File: config.mk
export PLATFORM = sky130hd
export DESIGN_NAME = gpo_stage
export DESIGN_NICKNAME = d
export VERILOG_FILES = /design/src/rtl/gpo_pkg.sv /design/src/rtl/gpo_apb_fsm.sv /design/src/rtl/gpo_regs.sv /design/src/rtl/gpo_pad_mux.sv /design/src/rtl/gpo_stage.sv
export SDC_FILE = /design/constraint.sdc
export NUM_CORES = 1
export LEC_CHECK = 0
export BUFFER_PORTS_ARGS = -buffer_cell sky130_fd_sc_hd__buf_2
export CORE_MARGIN = 2
export CORE_UTILIZATION = 35
export DETAILED_ROUTE_END_ITERATION = 12
export PLACE_DENSITY_LB_ADDON = 0.3
export RECOVER_POWER = 50
export SLEW_MARGIN = 40
export SYNTH_ARGS = -nofsm -noshare
export SYNTH_HDL_FRONTEND = slang
export SYNTH_SLANG_ARGS = --single-unit
File: constraint.sdc
create_clock -name pclk -period 2.3 [get_ports pclk]
set_clock_uncertainty 0.15 [all_clocks]
set_input_delay 0.115 -clock pclk [delete_from_list [all_inputs] [get_ports pclk]]
set_output_delay 0.115 -clock pclk [all_outputs]
set_load 0.02 [all_outputs]
File: src/rtl/gpo_pkg.sv
package gpo_pkg;

    // How a pin chooses the level it presents
    typedef enum logic [2:0] {
        PK_PLAIN,
        PK_CLK_HI,
        PK_CLK_LO,
        PK_DBG,
        PK_TEST
    } pin_kind_e;

    // APB phase tracking
    typedef enum logic [1:0] {
        ST_IDLE,
        ST_SETUP,
        ST_ACCESS
    } apb_state_e;

    localparam int unsigned NPINS      = 16;
    localparam int unsigned CLK_HI_PIN = 15;
    localparam int unsigned CLK_LO_PIN = 14;
    localparam int unsigned DBG_LSB    = 9;
    localparam int unsigned DBG_W      = 5;
    localparam int unsigned TEST_PIN   = 8;

    function automatic pin_kind_e pin_kind(input int unsigned idx);
        if (idx == CLK_HI_PIN)                             return PK_CLK_HI;
        else if (idx == CLK_LO_PIN)                        return PK_CLK_LO;
        else if (idx >= DBG_LSB && idx < DBG_LSB + DBG_W)  return PK_DBG;
        else if (idx == TEST_PIN)                          return PK_TEST;
        else                                               return PK_PLAIN;
    endfunction

endpackage

File: src/rtl/gpo_apb_fsm.sv
module gpo_apb_fsm
    import gpo_pkg::*;
(
    input  logic pclk,
    input  logic presetn,
    input  logic psel,
    input  logic penable,
    input  logic pwrite,
    output logic wr_stb,
    output logic rd_en
);

    apb_state_e state_q, state_d;

    always_comb begin
        state_d = state_q;
        unique case (state_q)
            ST_IDLE:   if (psel && !penable) state_d = ST_SETUP;
            ST_SETUP:  if (!psel)            state_d = ST_IDLE;
                       else if (penable)     state_d = ST_ACCESS;
            ST_ACCESS: if (psel && !penable) state_d = ST_SETUP;
                       else                  state_d = ST_IDLE;
            default:                         state_d = ST_IDLE;
        endcase
    end

    always_ff @(posedge pclk or negedge presetn) begin
        if (!presetn) state_q <= ST_IDLE;
        else          state_q <= state_d;
    end

    always_comb begin
        wr_stb = psel && penable && pwrite;
        rd_en  = psel && !pwrite;
    end

    // an access phase only ever follows a setup phase
    p_setup_before_access_r11: assert property (@(posedge pclk) disable iff (!presetn)
        (psel && penable) |-> (state_q == ST_SETUP));

endmodule

File: src/rtl/gpo_regs.sv
module gpo_regs
    import gpo_pkg::*;
#(
    parameter int unsigned ADDR_W   = 12,
    parameter int unsigned DATA_W   = 32,
    parameter int unsigned NBITS    = NPINS,
    parameter logic [NBITS-1:0] LVL_RST = '0,
    parameter logic [NBITS-1:0] CTL_RST = 16'h7FFF
) (
    input  logic              pclk,
    input  logic              presetn,
    input  logic              wr_stb,
    input  logic              rd_en,
    input  logic [ADDR_W-1:0] paddr,
    input  logic [DATA_W-1:0] pwdata,
    output logic [DATA_W-1:0] prdata,
    output logic [NBITS-1:0]  lvl_q,
    output logic [NBITS-1:0]  ctl_q
);

    localparam logic [ADDR_W-1:0] OFF_LVL = ADDR_W'(0);
    localparam logic [ADDR_W-1:0] OFF_CTL = ADDR_W'(4);

    logic hit_lvl, hit_ctl;
    logic unused_hi;

    assign hit_lvl   = (paddr == OFF_LVL);
    assign hit_ctl   = (paddr == OFF_CTL);
    assign unused_hi = ^pwdata[DATA_W-1:NBITS];

    always_ff @(posedge pclk or negedge presetn) begin
        if (!presetn) begin
            lvl_q <= LVL_RST;
            ctl_q <= CTL_RST;
        end else if (wr_stb) begin
            if (hit_lvl) lvl_q <= pwdata[NBITS-1:0];
            if (hit_ctl) ctl_q <= pwdata[NBITS-1:0];
        end
    end

    always_comb begin
        prdata = '0;
        if (rd_en) begin
            if (hit_lvl)      prdata[NBITS-1:0] = lvl_q;
            else if (hit_ctl) prdata[NBITS-1:0] = ctl_q;
        end
    end

    // registers hold when no write access happens
    p_hold_without_write_r11: assert property (@(posedge pclk) disable iff (!presetn)
        !wr_stb |=> ($stable(lvl_q) && $stable(ctl_q)));

    // writes to unmapped offsets change nothing
    p_unmapped_write_r3: assert property (@(posedge pclk) disable iff (!presetn)
        (wr_stb && !hit_lvl && !hit_ctl) |=> ($stable(lvl_q) && $stable(ctl_q)));

    // the reserved upper half never reads as anything but zero
    p_reserved_zero_r2: assert property (@(posedge pclk) disable iff (!presetn)
        prdata[DATA_W-1:NBITS] == '0);

endmodule

File: src/rtl/gpo_pad_mux.sv
module gpo_pad_mux
    import gpo_pkg::*;
(
    input  logic [NPINS-1:0] lvl_q,
    input  logic [NPINS-1:0] ctl_q,
    input  logic             clk_sel_hi,
    input  logic             clk_src_hi,
    input  logic             clk_sel_lo,
    input  logic             clk_src_lo,
    input  logic             dbg_sel,
    input  logic [DBG_W-1:0] dbg_bus,
    input  logic             test_mode,
    input  logic             test_data,
    output logic [NPINS-1:0] pad_out,
    output logic [NPINS-1:0] pad_oe
);

    for (genvar i = 0; i < NPINS; i++) begin : g_pin
        localparam pin_kind_e KIND = pin_kind(i);
        logic ovr_on, ovr_val;

        if (KIND == PK_CLK_HI) begin : g_chi
            assign ovr_on  = clk_sel_hi;
            assign ovr_val = clk_src_hi;
        end else if (KIND == PK_CLK_LO) begin : g_clo
            assign ovr_on  = clk_sel_lo;
            assign ovr_val = clk_src_lo;
        end else if (KIND == PK_DBG) begin : g_dbg
            assign ovr_on  = dbg_sel;
            assign ovr_val = dbg_bus[i-DBG_LSB];
        end else if (KIND == PK_TEST) begin : g_tst
            assign ovr_on  = test_mode;
            assign ovr_val = test_data;
        end else begin : g_plain
            assign ovr_on  = 1'b0;
            assign ovr_val = 1'b0;
        end

        assign pad_out[i] = ovr_on ? ovr_val : lvl_q[i];
        assign pad_oe[i]  = ovr_on | ~ctl_q[i];
    end

    // clock override takes pin 15 fully
    always_comb begin
        if (clk_sel_hi) p_clk_hi_r7: assert (pad_oe[CLK_HI_PIN] && pad_out[CLK_HI_PIN] == clk_src_hi);
    end

    // debug group follows the bus
    always_comb begin
        if (dbg_sel) p_dbg_group_r9: assert (pad_out[DBG_LSB +: DBG_W] == dbg_bus && &pad_oe[DBG_LSB +: DBG_W]);
    end

    // low pins always present the level register
    always_comb begin
        p_low_pins_r6: assert (pad_out[TEST_PIN-1:0] == lvl_q[TEST_PIN-1:0]);
    end

endmodule

File: src/rtl/gpo_stage.sv
module gpo_stage
    import gpo_pkg::*;
#(
    parameter int unsigned ADDR_W = 12,
    parameter int unsigned DATA_W = 32
) (
    input  logic              pclk,
    input  logic              presetn,
    input  logic              psel,
    input  logic              penable,
    input  logic              pwrite,
    input  logic [ADDR_W-1:0] paddr,
    input  logic [DATA_W-1:0] pwdata,
    output logic [DATA_W-1:0] prdata,
    output logic              pready,
    output logic              pslverr,
    input  logic              clk_sel_hi,
    input  logic              clk_src_hi,
    input  logic              clk_sel_lo,
    input  logic              clk_src_lo,
    input  logic              dbg_sel,
    input  logic [DBG_W-1:0]  dbg_bus,
    input  logic              test_mode,
    input  logic              test_data,
    output logic [NPINS-1:0]  pad_out,
    output logic [NPINS-1:0]  pad_oe
);

    logic wr_stb, rd_en;
    logic [NPINS-1:0] lvl_q, ctl_q;

    assign pready  = 1'b1;
    assign pslverr = 1'b0;

    gpo_apb_fsm u_fsm (
        .pclk    (pclk),
        .presetn (presetn),
        .psel    (psel),
        .penable (penable),
        .pwrite  (pwrite),
        .wr_stb  (wr_stb),
        .rd_en   (rd_en)
    );

    gpo_regs #(
        .ADDR_W (ADDR_W),
        .DATA_W (DATA_W)
    ) u_regs (
        .pclk    (pclk),
        .presetn (presetn),
        .wr_stb  (wr_stb),
        .rd_en   (rd_en),
        .paddr   (paddr),
        .pwdata  (pwdata),
        .prdata  (prdata),
        .lvl_q   (lvl_q),
        .ctl_q   (ctl_q)
    );

    gpo_pad_mux u_mux (
        .lvl_q      (lvl_q),
        .ctl_q      (ctl_q),
        .clk_sel_hi (clk_sel_hi),
        .clk_src_hi (clk_src_hi),
        .clk_sel_lo (clk_sel_lo),
        .clk_src_lo (clk_src_lo),
        .dbg_sel    (dbg_sel),
        .dbg_bus    (dbg_bus),
        .test_mode  (test_mode),
        .test_data  (test_data),
        .pad_out    (pad_out),
        .pad_oe     (pad_oe)
    );

    // zero wait states and no error response
    p_ready_no_err_r4: assert property (@(posedge pclk) disable iff (!presetn)
        pready && !pslverr);

    // selected reads of unmapped offsets return zero
    p_unmapped_read_r3: assert property (@(posedge pclk) disable iff (!presetn)
        (psel && !pwrite && paddr != ADDR_W'(0) && paddr != ADDR_W'(4)) |-> prdata == '0);

endmodule

Word-level counts from Yosys, hierarchy flattened:

Index checks and enable logic that the tools add are counted.
W data, S select, Z words.

* register bits after elaboration: 32
* input port bits: 61
* output and inout port bits: 66

* equality and inequality tests: 1
* muxes and demuxes: 11
* bitwise logic cells: 24
* reduce and logical (&&, ||, !) cells: 7

Operators with widths (number)
* $mux W16: 3
* $not A1 Y1: 16
* $eq A12 B3 Y1 const B: 1
* $logic_not A12 Y1: 1
* $mux W1: 8
* $or A1 B1 Y1: 8
* $reduce_and A2 Y1: 2
* $logic_and A1 B1 Y1: 3
* $logic_not A1 Y1: 1

Longest topological paths before layout:

Gate-level depths: netlist (run 1).

* word-level depth: 4
* mapped depth: 5
* mapped depth without buffers: 3

Hierarchy:

A second synthesis (run 1) with hierarchy kept.

* cell total of the unflattened synthesis: 167
* area, all modules: 1961.9 sq um

By module, submodules not included
* gpo_regs: times used 1, cells an instance 128, area each 1662.8 sq um, seq. area each 819.5 sq um
* gpo_pad_mux: times used 1, cells an instance 33, area each 260.2 sq um, seq. area each 0.0 sq um
* gpo_stage: times used 1, cells an instance 4, area each 22.5 sq um, seq. area each 0.0 sq um
* gpo_apb_fsm: times used 1, cells an instance 2, area each 16.3 sq um, seq. area each 0.0 sq um

Least setup slack after synthesis (run 1):

OpenSTA, ideal clock, no wires.

* path kind: input port to output port
* from: input paddr[11]
* to: output prdata[10]
* arrival time: 1.738 ns
* data required time: 2.035 ns
* slack: 0.297 ns
* stages: 5
* path through: or4_4 > or4_1 > buf_2 > buf_6 > nor2_1

* word-level cells in the longest chain between the ends: 4

Ends and longest elaborated chain
* start, declared: line gpo_stage.sv:12 `input logic [ADDR_W-1:0] paddr,`
* $eq A12 B3 Y1: line gpo_regs.sv:28 `assign hit_ctl = (paddr == OFF_CTL);`
* $mux W16: line gpo_regs.sv:45 `else if (hit_ctl) prdata[NBITS-1:0] = ctl_q;`
* $mux W16 (*): line gpo_regs.sv:44 `if (hit_lvl) prdata[NBITS-1:0] = lvl_q;`
* $mux W16 (*): line gpo_regs.sv:43 `if (rd_en) begin`
* end, declared: line gpo_stage.sv:14 `output logic [DATA_W-1:0] prdata,`

Mark *: on every way between the ends. The rest lies on a longest branch, timed or not.

Worst setup path in the final report (run 1):

* from: input paddr[11]
* to: output prdata[3]

The elaborated chain is that of the path after synthesis.

==> results.md, run 1 <==
* Status: complete, no violations
* M1 GR Usage at 0.1490
* Setup tns final at 0 ps
* Cell area after synthesis at 1943 um2
* Worst setup SP type: input pin
* Reg2reg path depth at 1
* Post-synthesis mux area share at 0.3142
* Syn. warnings at 0
* Initial antenna violation count at 0
* Die height at 78.51 um
* Largest family of logic cells by synthesized area: multiplexers
* H-tree Lvls at 2
* WL/cell at 11.91 um
* Reg2Reg Setup Slack at 1360 ps
* Pwr Total at 1.143 mW
* DR vias/cell at 4.442
* Max-Cap Viols at 0
* First-pass GRT wire length at 6920 um
* GR Util met2 at 0.2761
* Layout Nets at 330
* Power density over the cells at 442.0 nW/um2
* Met3 Usage GRT at 0.03103
* Layout area overhead at 33.10%
* HPWL Detailed at 2988 um
* Initial DRC Count at 11
* Width of the die at 78.51 um
* Clock Latency Late Sink at 270 ps
* Required @ worst endpoint at 2040 ps
* Slew @ Worst Pin at 708.2 ps
* Worst hold path type: input pin to asynchronous set/reset pin
* CTS Sinks at 32
* Critical path class: input pin to output pin
* Post-synthesis cell type count at 21
* Synth area leaders: mux2_2 (22%), dfrtp_1 (22%), dfstp_2 (20%)
* Residual DRC at 0
* Worst reg2reg endpoint: u_regs.lvl_q[9]
* Crit path from: paddr[11]
* Sequential area share after synthesis at 0.4218
* Maximum clock rate at 490.9 MHz
* Final Cell Area at 2586 um2
* Placed cell areas at 2342 um2
* Final setup viols at 0
* Synth Area in Compound Gates at 0
* Simple-Gate Fraction of Synth Area at 0.1165
* Max-slew violations at 0
* Final WL at 4074 um
* Tmin final at 2037 ps
* GRT busiest layer: met2
* Die footprint at 6164 um2
* Pleak at 1.283 nW
* Layout cells sized above 1 at 0.5111
* Final Hold Vio Count at 0
* Unrepaired setup endpoints after global routing: no
* Post-Synth Adder-Cell Area at 0
* Total track usage at 0.1421
* IO Port Bufs at 92
* Synth Instances at 165
* I/O pin count at 127
* Gp weighted congestion at 0.6749
* Total gr overflow at 0
* Post-CTS Repair Setup Buffers at 0
* Std-Cell Rows at 27
* Antenna diodes at 0
* Root Driver: clkbuf_8
* Deepest clock path buffer count at 2
* Worst setup EP type: output pin
* Synthesized area per cell at 11.78 um2
* Critical Path AT at 1770 ps
* Maximum VDD drop at 0.0002048 V
* Clock slew at reported path FFs at 60 ps
* Worst R2R Start: u_regs.lvl_q[9]
* Cts bufs inserted at 5
* Yosys reg bits at 32
* First-pass DRT Iterations at 4
* Worst slew margin at 0.5279
* Vias in the first global route at 1534
* Crit path max fanout at 16
* Period utilisation layout at 0.8858
* Pin count of the biggest net entering global routing at 33
* Vias at 1519
* Initial Util at 0.3573
* Top cell type's share of synthesized area at 0.2202
* Synth Area in XOR/XNOR at 0
* DRT antenna net count at 0
* Fill count at 529
* Core Region at 5439 um2
* Leading area contributor after synthesis: mux2_2
* CTS tree: done
[cell families after synthesis]
group | Yosys count
buf+inv | 41
flops | 32
mux | 56
other cells | 2
simple gates | 34
[worst max-delay path, stage by stage]
cell and delay, ps:
buf_2 90, or4_4 570, or4_1 480, buf_4 220, nor2_1 130, buf_2 170
[layout make-up]
class                      instances  area [um2]  area share
multi-input combinational        108       904.6      0.3498
sequential                        32       819.5      0.3169
timing repair buffer             114       651.9      0.2521
clock buffer                       8       90.09     0.03483
tap                               72       90.09     0.03483
inverter                           8       30.03     0.01161
[per-layer routing]
layer  up-vias  routed length (um)
met5         -                   0
met4         0                  45
met3         4                 176
met2        51                2268
met1       740                1583
li1        724                   -
[repair_timing]
action,in CTS,in global routing
hold buffers,17,0
gates resized for setup,0,0
endpoints found under the hold margin,49,0
[per-stage QoR]
stage          setup WS (ps)    util  cells  hold slack, ps
3_5_place_dp           255.1  0.4306    317           50.95
3_3_place_gp           246.5  0.4306    317           45.52
2_1_floorplan          297.3       -    181          -330.6
4_1_cts                252.2  0.4785    342           286.1
5_1_grt                170.8  0.4755    342           343.9
6_report               262.7  0.4755    342           298.0
[cell usage after synthesis]
cell type   n
nor2_1     16
buf_4      27
buf_1       1
clkbuf_1    1
or4_4       2
mux2i_1    16
nor4_4      2
inv_1       8
or4bb_1     1
nand2b_1    8
buf_6       3
or3b_2      1
mux2_1      2
conb_1      2
buf_2       1
or4_1       2
or2_2       1
mux2_2     38
dfstp_2    15
dfrtp_1    17
or4b_1      1
[worst max-delay path by stage]
| stage | slack [ps] | cells past startpoint | to |
|---|---|---|---|
| 2_1_floorplan | 300 | 5 | prdata[10] |
| 3_3_place_gp | 250 | 6 | prdata[14] |
| 5_1_grt | 170 | 6 | prdata[1] |
| 3_5_place_dp | 260 | 6 | prdata[3] |
| 6_report | 260 | 6 | prdata[3] |
| 4_1_cts | 250 | 6 | prdata[10] |
[layout by cell type (no fill, tap or decap), types with 2 or more instances in the layout]
cell type       n
mux2_1          2
or4_4           2
buf_4           5
buf_2          79
dfstp_1        11
nor2_1         16
clkbuf_1       15
dlygate4sd3_1  17
mux2i_1        16
dfstp_2         4
mux2_2         38
dfrtp_1        17
or4_1           2
inv_1           8
conb_1         18
nor4_4          2
clkbuf_8        6
nand2b_1        8
[power breakdown]
part	internal (mW)	switching, mW	leakage (nW)
combinational	0.0715	0.0822	0.842
sequential	0.564	0.000509	0.395
clock	0.244	0.181	0.0455
total	0.879	0.264	1.28
[sequential cells by signal, indices dropped and copies added (netlist names)]
register and flops:
u_regs.lvl_q 16, u_regs.ctl_q 16
(Power assumes the default switching activity.)
==> inputs of run 2 (changes only) <==
Settings changed: CELL_PAD_IN_SITES_DETAIL_PLACEMENT from default to 0, CELL_PAD_IN_SITES_GLOBAL_PLACEMENT from default to 2, CORE_UTILIZATION 35 to 24.
==> run 2 against run 1 <==
  * Die area up 43%
  * Highest routed layer unchanged
  * Critical path type unchanged
  * Design area up 2.8%
  * First-iteration DRC count up 140%
  * Largest cell class unchanged
  * Largest power group unchanged
==> results.md, run 2 (synthesized netlist as in run 1, its figures left out) <==
* Register area at 819.5 um2
* Clock slew at reported path FFs at 60 ps
* Worst setup EP type: output pin
* Pin count of the biggest net entering global routing at 33
* Most frequent cells in the layout: buf_2 (81), mux2_2 (38), conb_1 (18), dlygate4sd3_1 (17), dfrtp_1 (17)
* Std-Cell Rows at 32
* Maximum VDD drop at 0.0001806 V
* Critical Path AT at 1810 ps
* H-tree Lvls at 2
* Initial DRC Count at 26
* Setup WS pre-CTS at 205.1 ps
* Slew @ Worst Pin at 785.3 ps
* Commonest non-fill, non-tap cell in the layout: buf_2
* I/O pin count at 127
* Deepest clock path buffer count at 2
* Required @ worst endpoint at 2040 ps
* Fill count at 843
* Worst setup SP type: input pin
* Max-slew violations at 0
* Layout area overhead at 36.77%
* Root Driver: clkbuf_8
* Top Metal Used: met4
* Final Hold Vio Count at 0
* DR vias/cell at 4.008
* PnR worst setup slack at 227.3 ps
* Worst slew margin at 0.4765
* M1 wire length at 1790 um
* IO Port Bufs at 92
* Layout Nets at 330
* Final WL at 4442 um
* Antenna diodes at 0
* First-pass GRT wire length at 7196 um
* Setup tns final at 0 ps
* Max-Cap Viols at 0
* CTS tree: done
* Post-CTS Repair Setup Buffers at 0
* Total gr overflow at 0
* Pleak at 1.299 nW
* Multi-input gate area in the final layout at 904.6 um2
* Width of the die at 93.98 um
* Met2 Wirelength at 2356 um
* Critical path class: input pin to output pin
* Cts bufs inserted at 5
* Power density over the cells at 464.2 nW/um2
* Largest registers: u_regs.ctl_q (16), u_regs.lvl_q (16)
* Core Region at 7767 um2
* Pwr Total at 1.234 mW
* Worst hold path type: input pin to asynchronous set/reset pin
* Clock Latency Late Sink at 280 ps
* Period utilisation layout at 0.9012
* Vias at 1491
* Layout cells sized above 1 at 0.5148
* Die footprint at 8832 um2
* Unrepaired setup endpoints after global routing: no
* Finished Core Util at 0.3421
* First-pass DRT Iterations at 2
* Crit path max fanout at 16
* WL/cell at 11.94 um
* Initial antenna violation count at 0
* Maximum clock rate at 482.5 MHz
* Residual DRC at 0
* Met3 WL at 246 um
* Final setup viols at 0
* DRT antenna net count at 0
* Gp weighted congestion at 0.6369
* CTS Sinks at 32
* Total track usage at 0.1050
* Vias in the first global route at 1472
* Status: complete, no violations
* HPWL Detailed at 3285 um
* Tmin final at 2073 ps
* Die height at 93.98 um
* Initial Util at 0.2502
[run 2: cell count changes in the layout (fill, tap and decap cells not counted), moves of 2 or more]
cell,delta
dfstp_2,-3
dfstp_1,+3
clkbuf_1,-4
buf_2,+2
[run 2: final cells by class]
cell class / count / area share
Multi-Input combinational cell: 108 / 0.3404
Inverter: 8 / 0.01130
Sequential cell: 32 / 0.3084
Clock inverter: 2 / 0.01318
Tap cell: 102 / 0.04802
Clock buffer: 6 / 0.02731
Timing Repair Buffer: 114 / 0.2514
[run 2: metrics by stage]
stage | hold slack [ps] | cells | cell area [um2]
after floorplan | -330.6 | 181 | 2003
after detailed placement | 64.23 | 347 | 2392
after global placement | 70.50 | 347 | 2392
after CTS | 301.5 | 372 | 2670
final | 308.7 | 372 | 2658
after global routing | 365.0 | 372 | 2658
[run 2: final timing paths]
check,startpoint,endpoint,slack [ps],cells past startpoint
setup / recovery,paddr[11],prdata[4],230,6
hold / removal,presetn,u_regs.lvl_q[8],310,2
hold reg to reg,u_regs.lvl_q[5],u_regs.lvl_q[5],360,1
max in group asynchronous,presetn,u_regs.lvl_q[11],1200,2
min in group pclk,u_regs.lvl_q[5],u_regs.lvl_q[5],360,1
setup reg to reg,u_regs.lvl_q[9],u_regs.lvl_q[9],1360,1
[run 2: report_power, final]
part / total [mW] / internal [mW] / leakage (nW) / switching (mW)
Combinational: 0.154 / 0.0714 / 0.848 / 0.0825
Sequential: 0.564 / 0.563 / 0.396 / 0.000508
Clock: 0.516 / 0.321 / 0.0552 / 0.195
Total: 1.23 / 0.956 / 1.30 / 0.278
[run 2: worst max-delay path: stages]
cell	delay, ps
buf_2	90
or4_4	570
or4_1	480
buf_4	220
nor2_1	140
buf_2	180
[run 2: layer usage]
metal / vias up / track usage
met5: - / 0
met4: 0 / 0.03261
li1: 721 / -
met1: 715 / 0.1241
met2: 47 / 0.1863
met3: 8 / 0.02568
[run 2: what timing repair did]
action                                 CTS  global route
hold buffers                            17             0
resized for setup                        0             0
endpoints found under the hold margin   49             0
